$ cat config.mk
export PLATFORM = sky130hd
export DESIGN_NAME = ucode_datapath
export DESIGN_NICKNAME = d
export VERILOG_FILES = /design/src/rtl/ucode_datapath.sv
export SDC_FILE = /design/constraint.sdc
export NUM_CORES = 1
export LEC_CHECK = 0
export ABC_AREA = 1
export BUFFER_PORTS_ARGS = -buffer_cell sky130_fd_sc_hd__clkbuf_2
export CORE_MARGIN = 8
export CORE_UTILIZATION = 45
export DETAILED_ROUTE_END_ITERATION = 10
export GPL_TIMING_DRIVEN = 0
export HOLD_SLACK_MARGIN = 0.03
export PLACE_DENSITY_LB_ADDON = 0.2
export SLEW_MARGIN = 20
export SYNTH_ARGS = -nofsm -noshare
export SYNTH_HDL_FRONTEND = slang
export SYNTH_SLANG_ARGS = --single-unit
$ cat constraint.sdc
create_clock -name clk -period 6.4 [get_ports clk]
set_input_delay 1.28 -clock clk [delete_from_list [all_inputs] [get_ports clk]]
set_output_delay 1.28 -clock clk [all_outputs]
set_load 0.02 [all_outputs]
$ cat src/rtl/ucode_datapath.sv
module ucode_datapath #(
  parameter int W  = 16,
  parameter int AW = 13
) (
  input  logic          clk,
  input  logic          rst_n,
  input  logic          mux_mbr,
  input  logic [1:0]    alu_fn,
  input  logic [1:0]    sh_fn,
  input  logic          ld_mbr,
  input  logic          ld_mar,
  input  logic          rd,
  input  logic          wr,
  input  logic          st,
  input  logic [2:0]    c_sel,
  input  logic [2:0]    b_sel,
  input  logic [2:0]    a_sel,
  input  logic [W-1:0]  mem_rdata,
  output logic [W-1:0]  bus_out,
  output logic          flag_n,
  output logic          flag_z,
  output logic [AW-1:0] mem_addr,
  output logic [W-1:0]  mem_wdata,
  output logic          mem_rd,
  output logic          mem_wr
);

  localparam int NWR = 5;
  localparam logic [W-1:0] MASK_RST = {{(W-AW){1'b0}}, {AW{1'b1}}};
  localparam logic [W-1:0] ONE      = {{(W-1){1'b0}}, 1'b1};

  logic [W-1:0]  gr [NWR];
  logic [W-1:0]  a_lat, b_lat, left_op, alu_res;
  logic [W-1:0]  mbr;
  logic [AW-1:0] mar;
  logic          rd_ph;

  function automatic logic [W-1:0] pick(input logic [2:0] s,
                                        input logic [W-1:0] r0, input logic [W-1:0] r1,
                                        input logic [W-1:0] r2, input logic [W-1:0] r3,
                                        input logic [W-1:0] r4);
    case (s)
      3'd0:    return r0;
      3'd1:    return r1;
      3'd2:    return r2;
      3'd3:    return r3;
      3'd4:    return r4;
      3'd5:    return ONE;
      default: return '0;
    endcase
  endfunction

  assign a_lat   = pick(a_sel, gr[0], gr[1], gr[2], gr[3], gr[4]);
  assign b_lat   = pick(b_sel, gr[0], gr[1], gr[2], gr[3], gr[4]);
  assign left_op = mux_mbr ? mbr : a_lat;

  always_comb begin
    case (alu_fn)
      2'b00:   alu_res = left_op + b_lat;
      2'b01:   alu_res = left_op & b_lat;
      2'b10:   alu_res = left_op;
      default: alu_res = ~left_op;
    endcase
  end

  always_comb begin
    case (sh_fn)
      2'b01:   bus_out = {alu_res[W-2:0], 1'b0};
      2'b10:   bus_out = {1'b0, alu_res[W-1:1]};
      default: bus_out = alu_res;
    endcase
  end

  assign flag_n    = alu_res[W-1];
  assign flag_z    = (alu_res == '0);
  assign mem_addr  = mar;
  assign mem_wdata = mbr;
  assign mem_rd    = rd;
  assign mem_wr    = wr;

  for (genvar g = 0; g < NWR; g++) begin : g_reg
    localparam logic [W-1:0] RV = (g == 4) ? MASK_RST : '0;
    always_ff @(posedge clk) begin
      if (!rst_n)                          gr[g] <= RV;
      else if (st && c_sel == 3'(g))       gr[g] <= bus_out;
    end
  end

  always_ff @(posedge clk) begin
    if (!rst_n) begin
      mbr   <= '0;
      mar   <= '0;
      rd_ph <= 1'b0;
    end else begin
      rd_ph <= rd & ~rd_ph;
      if (ld_mbr)            mbr <= bus_out;
      else if (rd && rd_ph)  mbr <= mem_rdata;
      if (ld_mar)            mar <= b_lat[AW-1:0];
    end
  end

  assert_reg5_one_R2: assert property (@(posedge clk) disable iff (!rst_n)
    (a_sel == 3'd5 && !mux_mbr && alu_fn == 2'b10 && sh_fn == 2'b00) |-> bus_out == ONE);

  assert_left_mbr_R3: assert property (@(posedge clk) disable iff (!rst_n)
    (mux_mbr && alu_fn == 2'b10 && sh_fn == 2'b00) |-> bus_out == mem_wdata);

  assert_zero_flag_R6: assert property (@(posedge clk) disable iff (!rst_n)
    (flag_z && sh_fn == 2'b00) |-> bus_out == '0);

  assert_acc_store_R7: assert property (@(posedge clk) disable iff (!rst_n)
    (st && c_sel == 3'd0) |=>
      ((a_sel != 3'd0 || mux_mbr || alu_fn != 2'b10 || sh_fn != 2'b00) || bus_out == $past(bus_out)));

  assert_mar_load_R8: assert property (@(posedge clk) disable iff (!rst_n)
    ld_mar |=> mem_addr == $past(b_lat[AW-1:0]));

  assert_read_done_R9: assert property (@(posedge clk) disable iff (!rst_n)
    (rd && rd_ph && !ld_mbr) |=> mem_wdata == $past(mem_rdata));

  assert_write_hold_R10: assert property (@(posedge clk) disable iff (!rst_n)
    (wr && !ld_mar) |=> $stable(mem_addr));

endmodule

==> flow_summary.json, run 1 <==
{
  "whs_endpoint": "rd_ph",
  "setup_tns_ns": 0,
  "worstSkewPairLatency_ns": 0.36,
  "antenna_left": 0,
  "synth_top_family_by_area": "simple AND/OR/NAND/NOR gates",
  "status": "finished clean",
  "overflow": 0,
  "dieHeight_um": 142,
  "power.density_nw_per_um2": 224,
  "required_ns": 5.12,
  "ys_seq_area_share_pct": 41.9,
  "crit_path_frequent_cell": "nand2_1",
  "synth_cells": 965,
  "grt_usage_pct": 24.4,
  "cts_tree": "built",
  "routed_wl_um": 24900,
  "cap_violations": 0,
  "fp-row-count": 46,
  "yosys-top-cells-area": "edfxtp_1, nand2_1, inv_1",
  "drc_errors": 0,
  "skew_ns": 0.0109,
  "r2r_start": "gr[1][0]",
  "cts_buffer_depth": 2,
  "n_antenna_cell": 0,
  "grt_setup_unrepaired": "false",
  "synth_common_cells": "nand2_1, inv_1, edfxtp_1",
  "final_core_util_pct": 52.5,
  "fin_area_um2": 8250,
  "p_total_mw": 1.85,
  "synth_top_area_share_pct": 33.5,
  "vias_per_cell": 5.56,
  "reg2regPathDepth": 21,
  "cts_max_level": 3,
  "async_flop_share_pct": 0,
  "min_from": "rd_ph",
  "fin_cells": 1282,
  "setup_ws_ns": 0.225,
  "syn_avg_cell_area_um2": 7.43,
  "synth-edff-count": 80,
  "place_ws_ns": -0.111,
  "grt_max_degree": 19,
  "drt_first_pass_iters": 5,
  "clk_transition_reported_paths_ns": 0.08,
  "drive_above_1_share_pct": 17.4,
  "grt_pass1_wl_um": 36900,
  "period_needed_ns": 6.17,
  "holdWs_ns": 0.413,
  "gp_congestion": 0.944,
  "hpwl_um": 18900,
  "ys_ff_latch": 110,
  "drtIter0Drc": 776,
  "cts_root_buf": "clkbuf_16",
  "placed_cell_area_um2": 7850,
  "crit_chain": "clkbuf_2, clkinvlp_4, buf_2, or2_2, nand2_2, inv_1, ha_2, fa_1, nand2_1, nand2_1, a21o_1, nand2_1, nand2_1, nand2_1, nand3_2, nand2_1, nand2_1, a31oi_1, nand2_1, a22oi_1, nand2_1, clkbuf_2",
  "max_freq_ghz": 0.162,
  "relSlewSlack_pct": 28.0,
  "hold_class": "flop to flop",
  "cts.sink_count": 110,
  "vias": 7134,
  "pin_count": 86,
  "dieArea_um2": 20200,
  "antenna_found_initial": 0,
  "fin_nets": 1116,
  "hold_path_depth": 1,
  "synth_compound_area_share_pct": 16.7,
  "cp_slowest_cell": "fa_1",
  "port_buffers": 82,
  "fin_crit_sh_pct": 96.5,
  "hold_viol": 0,
  "muxShareOfSynthArea_pct": 0,
  "max_stage_delay_ns": 0.42,
  "end_kind": "output pin",
  "nFillCells": 1574,
  "area_growth_pct": 15.1,
  "cts_inserted_buffers": 9,
  "ys_warn_count": 0,
  "synth_nets": 1020,
  "syn_area_um2": 7170,
  "power_leakage_nw": 3.90,
  "synth-xor-area-share_pct": 0,
  "r2r-end": "gr[4][10]",
  "synth_top_area_cell": "edfxtp_1",
  "place_inst": 1263,
  "vdd_ir_drop_max_mv": 0.222,
  "arrival_ns": 4.89,
  "r2r_setup_slack_ns": 2.61,
  "die_w_um": 142,
  "path_class": "input port to output pin",
  "setup_viol": 0,
  "synthAdderAreaFrac_pct": 3.25,
  "synth_most_common_cell": "nand2_1",
  "wl_per_cell_um": 19.4,
  "grt_pass1_vias": 6498,
  "worst_setup_path_start_kind": "input port",
  "yosysUniqueCellTypes": 47,
  "crit_fanout": 10,
  "synthFlopType": "edfxtp_1",
  "start_util_pct": 45.6,
  "core_area_um2": 15700,
  "worst_pin_slew_ns": 1.08,
  "final_max_slew_viol_count": 0,
  "synth_simple_gate_area_share_pct": 26.6
}
==> registers in the layout, indices dropped and copies added, names as in the netlist <==
name and count:
gr 80, mem_wdata 16, mem_addr 13, rd_ph 1
==> worst max-delay path by stage <==
stage                         from           to  slack (ns)  cells after the start
after floorplan           a_sel[2]       flag_z        0.89                     23
final                      mux_mbr  bus_out[10]        0.23                     22
after global placement    b_sel[1]  bus_out[10]       -0.22                     22
after CTS                 b_sel[1]  bus_out[10]       0.001                     20
after detailed placement  b_sel[1]  bus_out[10]       -0.11                     22
after global routing      b_sel[2]       flag_z      0.0006                     24
==> layout by cell type, fill, tap and decap left out, drive strengths merged, types with 2 or more instances in the layout <==
cell type / count
o211ai: 13
a221oi: 4
o2111ai: 3
nand2: 263
nand3: 60
a22o: 7
clkinv: 3
clkbuf: 111
or2: 6
a211oi: 2
edfxtp: 80
nor3: 11
dfxtp: 30
o22ai: 20
a21oi: 41
nand3b: 3
a22oi: 5
o21ai: 76
nand4: 11
a31oi: 9
ha: 17
o221ai: 7
nor2: 73
inv: 186
o21bai: 3
buf: 15
==> layer usage <==
| layer | wire length, um | part of all wire, % | track usage, % | vias up |
|---|---|---|---|---|
| met4 | 911 | 3.7 | 10.3 | 0 |
| li1 | - | - | - | 3376 |
| met2 | 10700 | 43 | 35.9 | 399 |
| met3 | 2540 | 10 | 5.07 | 55 |
| met5 | 0 | 0 | 0 | - |
| met1 | 10700 | 43 | 34.0 | 3304 |
==> cells by family after synthesis <==
logic type      after synthesis
simple gates                428
buf+inv                     215
compound gates              194
flops                       110
fa+ha+maj                    18
==> area by class of cell <==
| cell class | count | area, um2 | share of cell area [%] |
|---|---|---|---|
| Buffer | 27 | 135 | 1.64 |
| Timing Repair Buffer | 87 | 453 | 5.49 |
| Tap cell | 216 | 270 | 3.27 |
| Clock buffer | 12 | 246 | 2.99 |
| Multi-Input combinational cell | 640 | 3410 | 41.3 |
| Sequential cell | 110 | 3000 | 36.4 |
| Clock inverter | 4 | 31.3 | 0.379 |
| Inverter | 186 | 707 | 8.57 |
==> worst max-delay path: cells and delay by family <==
family                   cells  cell delay, ns
adder cells (fa/ha/maj)      2            0.61
AND/OR/NAND/NOR             12            1.43
buffers and inverters        5            0.97
AO/OA/AOI/OAI                3            0.58
==> power breakdown <==
group | leakage [nW] | switching [mW] | total (mW) | internal, mW
combinational | 2.71 | 0.344 | 0.478 | 0.134
sequential | 1.05 | 0.0213 | 0.822 | 0.801
clock | 0.139 | 0.273 | 0.552 | 0.279
total | 3.90 | 0.638 | 1.85 | 1.21
==> repair_timing <==
action	4_1_cts	5_1_grt
buffers inserted	0	5
gates resized for setup	2	37
hold endpoints to repair	0	0
pin swaps	0	3
setup endpoints to repair	10	14
hold buffers	0	0
Power figures use the tool's default switching activity.
==> run 2, diff against run 1 <==
--- a/config.mk
+++ b/config.mk
@@ -8,9 +8,8 @@
 export ABC_AREA = 1
 export BUFFER_PORTS_ARGS = -buffer_cell sky130_fd_sc_hd__clkbuf_2
 export CORE_MARGIN = 8
-export CORE_UTILIZATION = 45
+export CORE_UTILIZATION = 50
 export DETAILED_ROUTE_END_ITERATION = 10
-export GPL_TIMING_DRIVEN = 0
 export HOLD_SLACK_MARGIN = 0.03
 export PLACE_DENSITY_LB_ADDON = 0.2
 export SLEW_MARGIN = 20
==> run 2 against run 1 <==
  * Clock skew down 0.0015 ns
  * Highest routed layer unchanged
  * Clock power increased by 6.2%
  * First-iteration DRC count grew 17%
  * Core utilization is 6.0 points higher
  * Largest cell class unchanged
  * Fmax fell by 0.25%
  * Via count decreased by 1.9%
==> flow_summary.json, run 2 (same netlist as run 1, synthesis figures left out) <==
{
  "worst_setup_path_start_kind": "input port",
  "arrival_ns": 4.91,
  "skew_ns": 0.00937,
  "area_growth_pct": 13.7,
  "pwr-share-clk_pct": 31.1,
  "p_int_mw": 1.24,
  "grt_usage_pct": 26.4,
  "drtIter0Drc": 909,
  "relSlewSlack_pct": 27.0,
  "routed_wl_um": 24000,
  "top_register": "gr",
  "vias_per_cell": 5.66,
  "end_kind": "output pin",
  "cts_root_buf": "clkbuf_16",
  "grt_pass1_wl_um": 36700,
  "crit_fanout": 8,
  "vdd_ir_drop_max_mv": 0.187,
  "n_antenna_cell": 0,
  "vias": 6997,
  "cts_tree": "built",
  "gp_congestion": 0.991,
  "fin_area_um2": 8150,
  "fin_crit_sh_pct": 96.7,
  "antenna_left": 0,
  "dieArea_um2": 18400,
  "final_cell_mix": "nand2_1, inv_1, clkbuf_2",
  "drt_first_pass_iters": 5,
  "setup_ws_ns": 0.210,
  "required_ns": 5.12,
  "cts_max_level": 3,
  "drc_errors": 0,
  "largest_reg_flops": 80,
  "grt_setup_unrepaired": "false",
  "power.density_nw_per_um2": 231,
  "overflow": 0,
  "p_total_mw": 1.89,
  "grt_max_degree": 27,
  "power_leakage_nw": 3.91,
  "port_buffers": 83,
  "ctsResizeCount": 0,
  "p_comb_share_pct": 25.3,
  "cts_inserted_buffers": 9,
  "setup_tns_ns": 0,
  "placed_cell_area_um2": 7840,
  "p_seq_share_pct": 43.7,
  "period_needed_ns": 6.19,
  "cts_setup_buffers": 0,
  "setup_viol": 0,
  "antenna_found_initial": 0,
  "pin_count": 86,
  "clk_transition_reported_paths_ns": 0.08,
  "switchingPower_mw": 0.647,
  "die_w_um": 136,
  "sw_frac_of_total_pct": 34.3,
  "worstSkewPairLatency_ns": 0.37,
  "worst_pin_slew_ns": 1.09,
  "status": "finished clean",
  "final_max_slew_viol_count": 0,
  "drive_above_1_share_pct": 17.0,
  "hold_viol": 0,
  "dieHeight_um": 136,
  "cts_buffer_depth": 2,
  "hpwl_um": 18400,
  "cap_violations": 0,
  "path_class": "input port to output pin",
  "core_area_um2": 13900,
  "layout_commonest_cell": "nand2_1",
  "hold_class": "flop to flop",
  "fin_nets": 1107,
  "grt_pass1_vias": 6415,
  "place_ws_ns": 0.373,
  "cts.sink_count": 110,
  "start_util_pct": 51.5,
  "max_freq_ghz": 0.162,
  "wl_per_cell_um": 19.4,
  "cts_hold_buf": 0,
  "fp-row-count": 43
}
-- run 2: power by group through the flow --
stage / Sequential [mW] / Combinational (mW) / Clock (mW)
3_3_place_gp: 0.838 / 0.467 / 0
6_report: 0.823 / 0.477 / 0.586
4_1_cts: 0.822 / 0.471 / 0.594
5_1_grt: 0.827 / 0.518 / 0.615
2_1_floorplan: 0.847 / 0.281 / 0
3_5_place_dp: 0.839 / 0.469 / 0
-- run 2: worst paths after layout --
kind | cells past startpoint | slack [ns] | to | startpoint
setup reg to reg | 21 | 2.50 | gr[4][10] | gr[0][0]
setup / recovery | 23 | 0.21 | flag_z | a_sel[0]
hold / removal | 1 | 0.42 | rd_ph | rd_ph
hold reg to reg | 1 | 0.42 | rd_ph | rd_ph
-- run 2: layout make-up --
class                      instances  area (um2)
clock inverter                     6        55.1
clock buffer                      10         250
sequential                       110        3000
multi-input combinational        640        3340
inverter                         186         698
timing repair buffer             105         581
fill                            1320        5790
tap                              180         225
-- run 2: worst max-delay path, stage by stage --
cell	delay [ns]
clkbuf_2	0.19
nor2_2	0.09
nand2_1	0.22
buf_4	0.23
o21ai_1	0.07
a21oi_1	0.17
nand3_1	0.09
o21ai_0	0.26
inv_1	0.14
ha_1	0.41
inv_1	0.08
o21ai_0	0.16
a31oi_1	0.11
nand2_1	0.10
nand2_1	0.08
nand3_2	0.11
nand3_1	0.08
a31oi_1	0.30
nand2_1	0.19
nor2_1	0.14
nand4_1	0.10
nor2_1	0.13
clkbuf_2	0.18
-- run 2: layer usage --
metal | GRT usage (%) | part of all wire (%) | up-vias
met5 | 0 | 0 | -
met4 | 11.5 | 3.8 | 0
met3 | 5.12 | 9.9 | 48
met2 | 39.3 | 44 | 388
met1 | 36.6 | 43 | 3190
li1 | - | - | 3371
-- run 2: through the flow --
step / hold slack, ns / util [%] / cells
final: 0.417 / 58.5 / 1237
after CTS: 0.414 / 58.5 / 1237
after detailed placement: 0.403 / 56.3 / 1221
after floorplan: 0.390 / - / 965
after global routing: 0.441 / 58.5 / 1237
after global placement: 0.399 / 56.3 / 1221
==> run 3, diff against run 2 <==
--- a/config.mk
+++ b/config.mk
@@ -11,7 +11,8 @@
 export CORE_UTILIZATION = 50
 export DETAILED_ROUTE_END_ITERATION = 10
 export HOLD_SLACK_MARGIN = 0.03
-export PLACE_DENSITY_LB_ADDON = 0.2
+export PLACE_DENSITY = 0.7
+export REMOVE_ABC_BUFFERS = 1
 export SLEW_MARGIN = 20
 export SYNTH_ARGS = -nofsm -noshare
 export SYNTH_HDL_FRONTEND = slang
==> run 3 against run 2 <==
  * Register-to-register slack better by 0.13 ns
  * Clock skew hardly changed
  * First-iteration DRC count decreased by 8.0%
  * Critical path depth rose by 2
  * Highest routed layer unchanged
  * Sequential power is essentially flat
==> flow_summary.json, run 3 (same netlist as run 1, synthesis figures left out) <==
{
  "power_leakage_nw": 3.92,
  "cts_root_buf": "clkbuf_16",
  "ctsResizeCount": 0,
  "largest_reg_flops": 80,
  "grt_max_degree": 27,
  "nFillCells": 1334,
  "worstSkewPairLatency_ns": 0.36,
  "cts_inserted_buffers": 9,
  "cts_tree": "built",
  "cts_hold_buf": 0,
  "max_freq_ghz": 0.163,
  "wl_per_cell_um": 19.6,
  "crit_fanout": 9,
  "routed_wl_um": 24400,
  "fp-row-count": 43,
  "power.density_nw_per_um2": 226,
  "status": "finished clean",
  "antenna_left": 0,
  "setup_ws_ns": 0.247,
  "drc_errors": 0,
  "cts.sink_count": 110,
  "cts_setup_buffers": 0,
  "vdd_ir_drop_max_mv": 0.182,
  "port_buffers": 83,
  "required_ns": 5.12,
  "place_ws_ns": 0.341,
  "drive_above_1_share_pct": 17.5,
  "grt_pass1_vias": 6615,
  "setup_tns_ns": 0,
  "die_w_um": 136,
  "antenna_found_initial": 0,
  "pin_count": 86,
  "layout_commonest_cell": "nand2_1",
  "drtIter0Drc": 836,
  "vias": 7039,
  "startpoint": "a_sel[0]",
  "period_needed_ns": 6.15,
  "dieHeight_um": 136,
  "cap_violations": 0,
  "vias_per_cell": 5.65,
  "hpwl_um": 18600,
  "area_growth_pct": 14.0,
  "end_kind": "output pin",
  "n_antenna_cell": 0,
  "start_util_pct": 51.5,
  "hold_class": "flop to flop",
  "gp_congestion": 0.954,
  "drt_first_pass_iters": 6,
  "seqCellArea_um2": 3000,
  "grt_usage_pct": 26.7,
  "fin_nets": 1115,
  "grt_setup_unrepaired": "false",
  "dieArea_um2": 18400,
  "clk_transition_reported_paths_ns": 0.07,
  "r2r-end": "gr[2][10]",
  "top_register": "gr",
  "setup_viol": 0,
  "cts_buffer_depth": 2,
  "final_cell_mix": "nand2_1, inv_1, clkbuf_2",
  "hold_viol": 0,
  "whs_endpoint": "rd_ph",
  "final_max_slew_viol_count": 0,
  "worst_pin_slew_ns": 0.949,
  "min_from": "rd_ph",
  "path_class": "input port to output pin",
  "cts_max_level": 3,
  "hold_path_depth": 1,
  "fin_crit_sh_pct": 96.1,
  "reg2regPathDepth": 21,
  "r2r_start": "gr[1][0]",
  "skew_ns": 0.00919,
  "overflow": 0,
  "worst_setup_path_start_kind": "input port",
  "r2r_setup_slack_ns": 2.63,
  "relSlewSlack_pct": 36.6,
  "grt_pass1_wl_um": 37100,
  "core_area_um2": 13900,
  "multi_input_area_um2": 3340,
  "arrival_ns": 4.87
}
## run 3: cell count changes in the layout (fill, tap and decap cells not counted), moves of 2 or more
cell,previous run,this run
buf_4,22,30
inv_6,2,0
clkbuf_1,0,3
clkinvlp_4,0,2
## run 3: how the worst max path moves through the flow
stage | slack, ns | end | cells past startpoint
after detailed placement | 0.34 | flag_z | 22
after floorplan | 0.82 | flag_z | 20
after CTS | 0.33 | flag_z | 22
after global placement | 0.36 | flag_z | 23
final | 0.25 | flag_z | 25
after global routing | 0.01 | flag_z | 25
## run 3: power by group
part	switching (mW)	total (mW)	internal [mW]
sequential	0.0230	0.824	0.801
clock	0.272	0.539	0.268
combinational	0.338	0.481	0.143
total	0.633	1.84	1.21
## run 3: critical path, cell delays in order
cell and delay [ns]:
clkbuf_2 0.18, nor2_2 0.08, nand2_1 0.36, buf_4 0.21
o21ai_1 0.06, a21oi_1 0.12, nand4_1 0.09, o21ai_1 0.16
inv_1 0.11, fa_1 0.39, nand2_1 0.09, nand2_1 0.05
a21o_1 0.19, nand2_1 0.07, a21oi_1 0.08, nor2_1 0.09
nand2_1 0.06, nand3_1 0.07, nand3_1 0.07, nand2_1 0.20
nand3_1 0.15, nor3_1 0.28, nand4_1 0.12, nor2_1 0.13
clkbuf_2 0.18
## run 3: cell type report
class	count	area share [%]
timing repair buffer	113	7.84
clock inverter	4	0.383
tap	180	2.76
multi-input combinational	640	40.9
inverter	186	8.54
clock buffer	12	2.89
sequential	110	36.7
## run 3: stage by stage
step	std cells	hold WS (ns)	power (mW)	instance area [um2]	utilization, %
2_1_floorplan	936	0.390	1.12	7040	-
6_report	1245	0.414	1.84	8170	58.7
3_3_place_gp	1229	0.404	1.31	7900	56.7
4_1_cts	1245	0.418	1.84	8170	58.6
3_5_place_dp	1229	0.407	1.31	7900	56.7
5_1_grt	1245	0.436	1.92	8170	58.7
## run 3: routing by layer
metal	vias to the layer above	routed length (um)	track usage, %
met5	-	0	0
met4	0	923	12.2
met3	53	2840	6.38
met2	420	10400	39.3
met1	3190	10200	36.4
li1	3376	-	-
